--- src/rtl/cdiv_pkg.sv ---
package cdiv_pkg;

  localparam int RATIO_W = 6;
  localparam int OFF_W   = 5;
  localparam int CFG_W   = RATIO_W + OFF_W + 2;
  localparam int RATIO_MIN = 2;
  localparam int RATIO_MAX = 32;

  typedef struct packed {
    logic               ign;
    logic               sh;
    logic [OFF_W-1:0]   off;
    logic [RATIO_W-1:0] ratio;
  } ch_cfg_t;

  localparam ch_cfg_t CFG_RST = '{ign: 1'b0, sh: 1'b1, off: '0,
                                  ratio: RATIO_W'(RATIO_MIN)};

  // Limit the programmed ratio to the legal range.
  function automatic logic [RATIO_W-1:0] eff_ratio(input logic [RATIO_W-1:0] f);
    if (f < RATIO_W'(RATIO_MIN))      return RATIO_W'(RATIO_MIN);
    else if (f > RATIO_W'(RATIO_MAX)) return RATIO_W'(RATIO_MAX);
    else                              return f;
  endfunction

  // Offset reduced modulo the effective ratio (ratio never below 2).
  function automatic logic [OFF_W-1:0] off_wrap(input logic [OFF_W-1:0] o,
                                                input logic [RATIO_W-1:0] r);
    return OFF_W'(RATIO_W'({1'b0, o}) % r);
  endfunction

  // Cycles per period spent at the start level.
  function automatic logic [RATIO_W-1:0] first_half(input logic [RATIO_W-1:0] r);
    return (r + RATIO_W'(1)) >> 1;
  endfunction

endpackage

--- src/rtl/cdiv_regs.sv ---
module cdiv_regs
  import cdiv_pkg::*;
#(
  parameter int NCH    = 4,
  parameter int ADDR_W = 3
) (
  input  logic                   clk,
  input  logic                   rst_n,
  input  logic                   wr_en,
  input  logic [ADDR_W-1:0]      wr_addr,
  input  logic [CFG_W-1:0]       wr_data,
  input  logic                   upd,
  output ch_cfg_t [NCH-1:0]      act,
  output logic                   soft_act
);

  localparam logic [ADDR_W-1:0] SOFT_ADDR = ADDR_W'(NCH);

  ch_cfg_t [NCH-1:0] stg;
  ch_cfg_t [NCH-1:0] stg_nxt;
  logic              soft_stg;
  logic              soft_nxt;

  // Staged value after this cycle's write; the update copies it.
  for (genvar c = 0; c < NCH; c++) begin : g_wr
    assign stg_nxt[c] = (wr_en && wr_addr == ADDR_W'(c)) ? ch_cfg_t'(wr_data) : stg[c];
  end
  assign soft_nxt = (wr_en && wr_addr == SOFT_ADDR) ? wr_data[0] : soft_stg;

  always_ff @(posedge clk or negedge rst_n) begin
    if (!rst_n) begin
      stg      <= {NCH{CFG_RST}};
      act      <= {NCH{CFG_RST}};
      soft_stg <= 1'b0;
      soft_act <= 1'b0;
    end else begin
      stg      <= stg_nxt;
      soft_stg <= soft_nxt;
      if (upd) begin
        act      <= stg_nxt;
        soft_act <= soft_nxt;
      end
    end
  end

  // active settings move only on an update strobe
  p_shadow_hold_r2: assert property (@(posedge clk) disable iff (!rst_n)
    !upd |=> ($stable(act) && $stable(soft_act)));

endmodule

--- src/rtl/cdiv_sync_pipe.sv ---
module cdiv_sync_pipe #(
  parameter int PIPE_LAT = 12
) (
  input  logic clk,
  input  logic rst_n,
  input  logic sync_n,
  input  logic soft_req,
  output logic hold
);

  localparam int SC_W = $clog2(PIPE_LAT + 1);

  logic                s1_n, s2_n;
  logic                req_in;
  logic [PIPE_LAT-1:0] dl;

  always_ff @(posedge clk or negedge rst_n) begin
    if (!rst_n) begin
      s1_n <= 1'b1;
      s2_n <= 1'b1;
    end else begin
      s1_n <= sync_n;
      s2_n <= s1_n;
    end
  end

  assign req_in = ~s2_n | soft_req;

  if (PIPE_LAT == 1) begin : g_one
    always_ff @(posedge clk or negedge rst_n) begin
      if (!rst_n) dl <= '0;
      else        dl <= req_in;
    end
  end else begin : g_many
    always_ff @(posedge clk or negedge rst_n) begin
      if (!rst_n) dl <= '0;
      else        dl <= {dl[PIPE_LAT-2:0], req_in};
    end
  end

  assign hold = dl[PIPE_LAT-1];

  // Checker state: how long the request has stayed at its present value.
  logic            req_last;
  logic [SC_W-1:0] stable_cnt;
  always_ff @(posedge clk or negedge rst_n) begin
    if (!rst_n) begin
      req_last   <= 1'b0;
      stable_cnt <= '0;
    end else begin
      req_last <= req_in;
      if (req_in != req_last)                    stable_cnt <= '0;
      else if (stable_cnt != SC_W'(PIPE_LAT))    stable_cnt <= stable_cnt + SC_W'(1);
    end
  end

  // a request level that persisted through the whole pipe is what hold shows
  p_pipe_lat_r3: assert property (@(posedge clk) disable iff (!rst_n)
    (stable_cnt >= SC_W'(PIPE_LAT - 1)) |-> (hold == req_last));

endmodule

--- src/rtl/cdiv_chan.sv ---
module cdiv_chan
  import cdiv_pkg::*;
(
  input  logic    clk,
  input  logic    rst_n,
  input  logic    sync_hold,
  input  ch_cfg_t cfg,
  output logic    lvl
);

  logic [RATIO_W-1:0] ratio_e;
  logic [RATIO_W-1:0] half;
  logic [RATIO_W-1:0] cnt;
  logic [OFF_W-1:0]   wt;
  logic               hold;
  logic               running;
  logic               wrap;

  assign ratio_e = eff_ratio(cfg.ratio);
  assign half    = first_half(ratio_e);
  assign hold    = sync_hold & ~cfg.ign;
  assign running = ~hold && (wt == '0);
  assign wrap    = cnt >= ratio_e - RATIO_W'(1);

  always_ff @(posedge clk or negedge rst_n) begin
    if (!rst_n) begin
      cnt <= '0;
      wt  <= '0;
      lvl <= CFG_RST.sh;
    end else if (hold) begin
      cnt <= '0;
      wt  <= off_wrap(cfg.off, ratio_e);
      lvl <= cfg.sh;
    end else if (wt != '0) begin
      wt  <= wt - OFF_W'(1);
      lvl <= cfg.sh;
    end else begin
      lvl <= (cnt < half) ? cfg.sh : ~cfg.sh;
      cnt <= wrap ? '0 : cnt + RATIO_W'(1);
    end
  end

  // a frozen channel shows its start level
  p_hold_static_r3: assert property (@(posedge clk) disable iff (!rst_n)
    hold |=> (lvl == $past(cfg.sh)));

  // offset wait counts down one per cycle once released
  p_offset_wait_r4: assert property (@(posedge clk) disable iff (!rst_n)
    (!hold && wt != '0) |=> (wt == $past(wt) - OFF_W'(1)));

  // the phase counter never leaves the period once running
  p_wrap_r7: assert property (@(posedge clk) disable iff (!rst_n)
    (running && wrap) |=> (cnt == '0));

  // an opted-out channel keeps counting through a request
  p_optout_runs_r5: assert property (@(posedge clk) disable iff (!rst_n)
    (sync_hold && cfg.ign && wt == '0 && !wrap) |=> (cnt == $past(cnt) + RATIO_W'(1)));

endmodule

--- src/rtl/clkdiv_sync_bank.sv ---
module clkdiv_sync_bank
  import cdiv_pkg::*;
#(
  parameter int NCH      = 4,
  parameter int FAN      = 3,
  parameter int PIPE_LAT = 12,
  parameter int ADDR_W   = 3
) (
  input  logic               clk,
  input  logic               rst_n,
  input  logic               sync_n,
  input  logic               wr_en,
  input  logic [ADDR_W-1:0]  wr_addr,
  input  logic [CFG_W-1:0]   wr_data,
  input  logic               upd,
  output logic [NCH*FAN-1:0] clk_out
);

  ch_cfg_t [NCH-1:0] act;
  logic              soft_act;
  logic              hold;
  logic [NCH-1:0]    lvl;

  cdiv_regs #(.NCH(NCH), .ADDR_W(ADDR_W)) u_regs (
    .clk      (clk),
    .rst_n    (rst_n),
    .wr_en    (wr_en),
    .wr_addr  (wr_addr),
    .wr_data  (wr_data),
    .upd      (upd),
    .act      (act),
    .soft_act (soft_act)
  );

  cdiv_sync_pipe #(.PIPE_LAT(PIPE_LAT)) u_pipe (
    .clk      (clk),
    .rst_n    (rst_n),
    .sync_n   (sync_n),
    .soft_req (soft_act),
    .hold     (hold)
  );

  for (genvar c = 0; c < NCH; c++) begin : g_ch
    cdiv_chan u_chan (
      .clk       (clk),
      .rst_n     (rst_n),
      .sync_hold (hold),
      .cfg       (act[c]),
      .lvl       (lvl[c])
    );
    for (genvar f = 0; f < FAN; f++) begin : g_fan
      assign clk_out[c*FAN+f] = lvl[c];
    end
    // all outputs of one group agree
    p_group_equal_r8: assert property (@(posedge clk) disable iff (!rst_n)
      (clk_out[c*FAN +: FAN] == {FAN{clk_out[c*FAN]}}));
  end

endmodule

--- config.mk ---
export PLATFORM = sky130hd
export DESIGN_NAME = clkdiv_sync_bank
export DESIGN_NICKNAME = d
export VERILOG_FILES = /design/src/rtl/cdiv_pkg.sv /design/src/rtl/cdiv_regs.sv /design/src/rtl/cdiv_sync_pipe.sv /design/src/rtl/cdiv_chan.sv /design/src/rtl/clkdiv_sync_bank.sv
export SDC_FILE = /design/constraint.sdc
export NUM_CORES = 1
export LEC_CHECK = 0
export ABC_AREA = 1
export BUFFER_PORTS_ARGS = -buffer_cell sky130_fd_sc_hd__buf_2
export CELL_PAD_IN_SITES_DETAIL_PLACEMENT = 1
export CELL_PAD_IN_SITES_GLOBAL_PLACEMENT = 1
export CORE_MARGIN = 5
export CORE_UTILIZATION = 30
export DETAILED_ROUTE_END_ITERATION = 12
export PLACE_DENSITY_LB_ADDON = 0.1
export SYNTH_ARGS = -nofsm -noshare
export SYNTH_HDL_FRONTEND = slang
export SYNTH_SLANG_ARGS = --single-unit
--- constraint.sdc ---
create_clock -name clk -period 10.1 [get_ports clk]
set_clock_uncertainty 0.05 [all_clocks]
set_input_delay 1.515 -clock clk [delete_from_list [all_inputs] [get_ports clk]]
set_output_delay 1.515 -clock clk [all_outputs]
set_load 0.02 [all_outputs]
# After elaboration in Yosys (flattened, before gate mapping)
# Cells that the tools add are included.
[classes]
n_eq_ne = 8
add_sub_neg = 16
n_lt_le_gt_ge = 16
n_reduce_logical = 14
bitwise = 14
mux = 45
n_div = 4
[op_table]
columns = ["cell", "count"]
rows = [
  ["2-to-1 mux 6 bit", 20],
  ["2-to-1 mux 13 bit", 4],
  ["adder 6 x 1 -> 6 bit (second input constant)", 8],
  ["2-to-1 mux 5 bit", 8],
  ["greater-or-equal comparator 6 bit", 4],
  ["greater-than comparator 6 bit (second input constant)", 4],
  ["less-than comparator 6 x 2 -> 1 bit (second input constant)", 4],
  ["less-than comparator 6 x 5 -> 1 bit", 4],
  ["modulo 5 x 6 -> 6 bit", 4],
  ["subtractor 6 x 1 -> 6 bit (second input constant)", 4],
  ["nonzero test 5 bit", 4],
  ["subtractor 5 x 1 -> 5 bit (second input constant)", 4],
  ["2-to-1 mux 1 bit", 13],
  ["inverter 1 bit", 9],
  ["inequality test 2 x 1 -> 1 bit (second input constant)", 4],
  ["nonzero test 2 bit", 4],
  ["== test 3 x 2 -> 1 bit (second input constant)", 2],
  ["logical AND 1 bit", 5],
  ["bitwise AND 1 bit", 4],
  ["== test 3 x 1 -> 1 bit (second input constant)", 1],
  ["== test 3 bit (second input constant)", 1],
  ["zero test 3 bit", 1],
  ["bitwise OR 1 bit", 1],
]
[word_totals]
out_inout_bits = 12
regBits = 168

# Longest topological paths before layout
[logic_depth]
ltp_word = 8
mapped_depth = 50
ltp_nobuf = 50

# By module
# A second synthesis with hierarchy kept.
[unflattened]
hier_cells = 1758
hier_area_um2 = 13427.9
[by_module_without_submodules]
columns = ["mod", "instances", "cells_per_inst", "area_per_inst_um2"]
rows = [
  ["cdiv_regs", 1, 532, 4634.4],
  ["cdiv_chan at g_ch[1].u_chan", 1, 304, 2120.8],
  ["cdiv_chan at g_ch[2].u_chan", 1, 298, 2100.8],
  ["cdiv_chan at g_ch[0].u_chan", 1, 300, 2097.0],
  ["cdiv_chan at g_ch[3].u_chan", 1, 300, 2054.5],
  ["cdiv_sync_pipe", 1, 16, 360.3],
  ["clkdiv_sync_bank", 1, 8, 60.1],
]

# Worst setup path before layout
# Ideal clock, no wire load.
[synth_timing]
path_type = "register to register"
from = "register, netlist name u_regs.act[14]"
to = "register g_ch[1].u_chan.wt[1]"
n_path_buf = 0
setup_slack_ps = 3669
stages_incl_launch_ff = 44
period_less_slack_ps = 6431
t_arrival_ps = 6304
path_cell_list = "dfstp_2 > inv_1 > nand3_1 > o21ai_0 > a21oi_1 > ha_1 > nand2_1 > nor2_2 > ha_1 > nand2_1 > nand3_1 > nand3_1 > nand2_1 > ha_1 > nand2_1 > nand3_1 > nand2_1 > nand2_1 > [8 not listed] > nand2_1 > and2_1 > ha_1 > inv_1 > nor2_1 > nand3_1 > nand2_1 > clkinv_2 > nand2_1 > o21ai_1 > fa_1 > nand3_1 > o2111ai_1 > inv_1 > nor2_1 > nor2_1 > o21ai_1 > a21oi_1"
[synth_between]
elab_chain_cells = 5
elab_cells_between_ends = 6
classes_between = "div (1); order compare (2); mux (3)"
[synth_lines]
columns = ["element", "line", "rtl"]
rows = [
  ["greater-than comparator 6 bit", "cdiv_pkg.sv:22", "else if (f > RATIO_W'(RATIO_MAX)) return RATIO_W'(RATIO_MAX);"],
  ["2-to-1 mux 6 bit", "cdiv_pkg.sv:22", ""],
  ["2-to-1 mux 6 bit (*)", "cdiv_pkg.sv:21", "if (f < RATIO_W'(RATIO_MIN)) return RATIO_W'(RATIO_MIN);"],
  ["modulo 5 x 6 -> 6 bit (*)", "cdiv_pkg.sv:29", "return OFF_W'(RATIO_W'({1'b0, o}) % r);"],
  ["2-to-1 mux 5 bit (*)", "cdiv_chan.sv:30", "end else if (hold) begin"],
  ["end signal, assigned", "cdiv_chan.sv:32", "wt <= off_wrap(cfg.off, ratio_e);"],
  ["end signal, assigned", "cdiv_chan.sv:35", "wt <= wt - OFF_W'(1);"],
  ["end, declared", "cdiv_chan.sv:14", "logic [OFF_W-1:0] wt;"],
]
# Mark *: on every way between the ends. The rest lies on a longest branch, timed or not.
# A chain may end at the register's enable or synchronous reset.

# Final worst setup path
[layout_timing]
from = "register, netlist name u_regs.act[28]"
to = "register g_ch[2].u_chan.wt[1]"
[layout_between]
elab_chain_cells = 5
elab_cells_between_ends = 6
classes_between = "div (1); order compare (2); mux (3)"
[layout_lines]
columns = ["element", "line"]
rows = [
  ["greater-than comparator 6 bit", "cdiv_pkg.sv:22"],
  ["2-to-1 mux 6 bit", "cdiv_pkg.sv:22"],
  ["2-to-1 mux 6 bit (*)", "cdiv_pkg.sv:21"],
  ["modulo 5 x 6 -> 6 bit (*)", "cdiv_pkg.sv:29"],
  ["2-to-1 mux 5 bit (*)", "cdiv_chan.sv:30"],
  ["end signal, assigned", "cdiv_chan.sv:32"],
  ["end signal, assigned", "cdiv_chan.sv:35"],
  ["end, declared", "cdiv_chan.sv:14"],
]
# Marks and branches as above.

==> results.ini <==
[status]
status = completed

[logic_synthesis]
synth_area_leaders = dfrtp_1, ha_1, nand2_1
synth_edf_count = 0
syn_avg_cell_area_um2 = 8.01
yosysWarnings = 0
async_flop_share = 1.00
yosysSeqAreaShare = 0.339
yosys.area.top_type_share = 0.293
syn_area_um2 = 12500
postSynthCellCount = 1557
synthDistinctLibCells = 56
ys_ff_latch = 168
ys.flop_type = dfrtp_1
synth_area_leader_cell = dfrtp_1

[critical_path]
r2r_cells = 46
worst-path-stages = 46
cpMaxStageDelayCell = fa_1
arrival_ps = 7510
cp_num_buf_inv = 6
required_ps = 10420
start_kind = flop
cp_max_fo = 9
crit_path_frequent_cell = nand2_1
path_class = flop to flop
cp_top_family = simple AND/OR/NAND/NOR gates
max_stage_delay_ps = 510
end_kind = flop

[cts]
ctsHoldBuffers = 0
cts.sinks = 168
cts-root-buf = clkbuf_16
clk_pin_slew_ps = 70
post_cts_buffers = 0
cts_tree = yes
clk_latency_ps = 450
cts_made_buffers = 17
cts_resized = 0
h-tree-depth = 4
clock_path_buffers = 2

[timing]
tightest_slew_ps = 976
slew_headroom = 0.349
slew_viol_final = 0
min_period_ps = 7200
setup_viol = 0
rsz0062_at_grt = no
hold_viol = 0
fin_crit_sh = 0.713
setup_tns_ps = 0
clock.fmax_mhz = 139

[die]
die_y_um = 214
die_w_um = 214
core_um2 = 41000
io_pins = 33
fp.dieArea_um2 = 45700
start_util = 0.304
rows = 74

[route]
wl_met1_um = 16100
dr.pass1.iters = 6
postRouteAntennaNets = 0
via_per_inst = 4.69
drtIter0Drc = 368
top_layer = met4
wl_per_cell_um = 15.2
drc = 0
wl_met3_um = 525
wl_um = 32200
vias = 9942
met2_wirelength_um = 15200

[place]
io_buffers = 32
routabilityCongestion = 0.821
dp_hpwl_um = 24900

[final_layout]
synthToLayoutAreaGrowth_pct = 10.1
final_net_count = 1750
drive_gt1_frac = 0.123
antenna-diode-count = 0

[global_route]
first_global_vias = 10400
grt_overflow_total = 0
grtUsageTotal = 0.147
antenna_found_initial = 0
grt_pass1_wl_um = 54200
grt_max_degree = 101

[min_path]
hold_path.class = flop to flop
whs_path_depth = 0

[flow_run]
cap_violations = 0

==> worst register-to-register path, delay by kind of cell (launching register included) <==
kind | cells | cell delay (ps)
AND/OR/NAND/NOR | 27 | 2520
adder cells (fa/ha/maj) | 6 | 2100
flip-flops | 1 | 430
AO/OA/AOI/OAI | 7 | 1180
buffers and inverters | 6 | 860
==> final cells by class <==
cell class	instances	area (um2)
inverters	196	751
clock buffers	18	439
clock inverters	14	139
flip-flops and latches	168	4230
multi-input cells	1159	7310
fillers	4899	27300
repair buffers	35	191
well taps	532	666
==> per-layer routing <==
layer  vias to the layer above  track usage
met4                         0       0.0322
met5                         -            0
met1                      4751        0.198
met2                        52        0.253
li1                       5119            -
met3                        20       0.0209
==> placed cells by master, fill, tap and decap left out, types with 10 or more instances in the layout <==
master	Yosys	layout
o21ai_2	10	10
nand3_1	108	108
nand2_1	356	356
xor2_1	62	62
buf_2	2	31
clkbuf_16	0	17
nor2_1	83	83
xnor2_1	27	27
o21ai_0	141	141
ha_1	148	148
a21boi_0	15	15
dfstp_2	22	22
nand2_2	22	22
a21oi_1	65	65
inv_1	180	180
dfrtp_1	146	146
nand4_1	10	10
mux2_2	20	20
==> stage by stage <==
stage               setup WS (ps)  hold slack, ps  utilization  cell area (um2)  std cells
global route                 2030             312        0.335            13700       2122
CTS                          2750             305        0.335            13700       2122
global placement             2840             285        0.321            13200       2090
floorplan                    3670             281            -            12500       1560
detailed placement           2770             286        0.321            13200       2090
finish                       2900             302        0.335            13700       2122
==> worst paths after layout <==
path | end | slack (ps) | start
max in group asynchronous | u_pipe.dl[4] | 7380 | rst_n
worst min-delay path | u_pipe.dl[1] | 300 | u_pipe.dl[0]
min in group asynchronous | g_ch[0].u_chan.cnt[0] | 1070 | rst_n
worst min register to register | u_pipe.dl[1] | 300 | u_pipe.dl[0]
worst max register to register | g_ch[2].u_chan.wt[1] | 2900 | u_regs.act[28]
worst max-delay path | g_ch[2].u_chan.wt[1] | 2900 | u_regs.act[28]
==> kinds of logic after synthesis <==
family,Yosys count,share of synthesized area
and+or+nand+nor,621,0.222
AOI/OAI and AO/OA,272,0.127
buffers and inverters,233,0.0751
DFF,168,0.339
adders and majority gates,152,0.155
xor gates and xnor gates,89,0.0625
muxes,21,0.0189
other,1,0.000301
==> cells in the mapped netlist (12+ instances only) <==
cell type and number:
mux2_2 20, a21boi_0 15, dfstp_2 22, nand3_1 108, clkbuf_1 22, dfrtp_1 146
inv_1 180, xor2_1 62, xnor2_1 27, ha_1 148, buf_4 12, nand2_2 22
o21ai_0 141, a21oi_1 65, nor2_1 83, nand2_1 356
==> registers in the layout, summed over array words and instances, names as in the netlist <==
| signal | count |
|---|---|
| u_regs.stg | 52 |
| g_ch.u_chan.lvl | 4 |
| u_pipe.s2_n | 1 |
| u_regs.soft_stg | 1 |
| u_regs.soft_act | 1 |
| g_ch.u_chan.cnt | 24 |
| g_ch.u_chan.wt | 20 |
| u_pipe.dl | 12 |
| u_regs.act | 52 |
| u_pipe.s1_n | 1 |
Power is not shown: default switching activity piles up to over one toggle a cycle in this logic, so the estimate is an artifact.
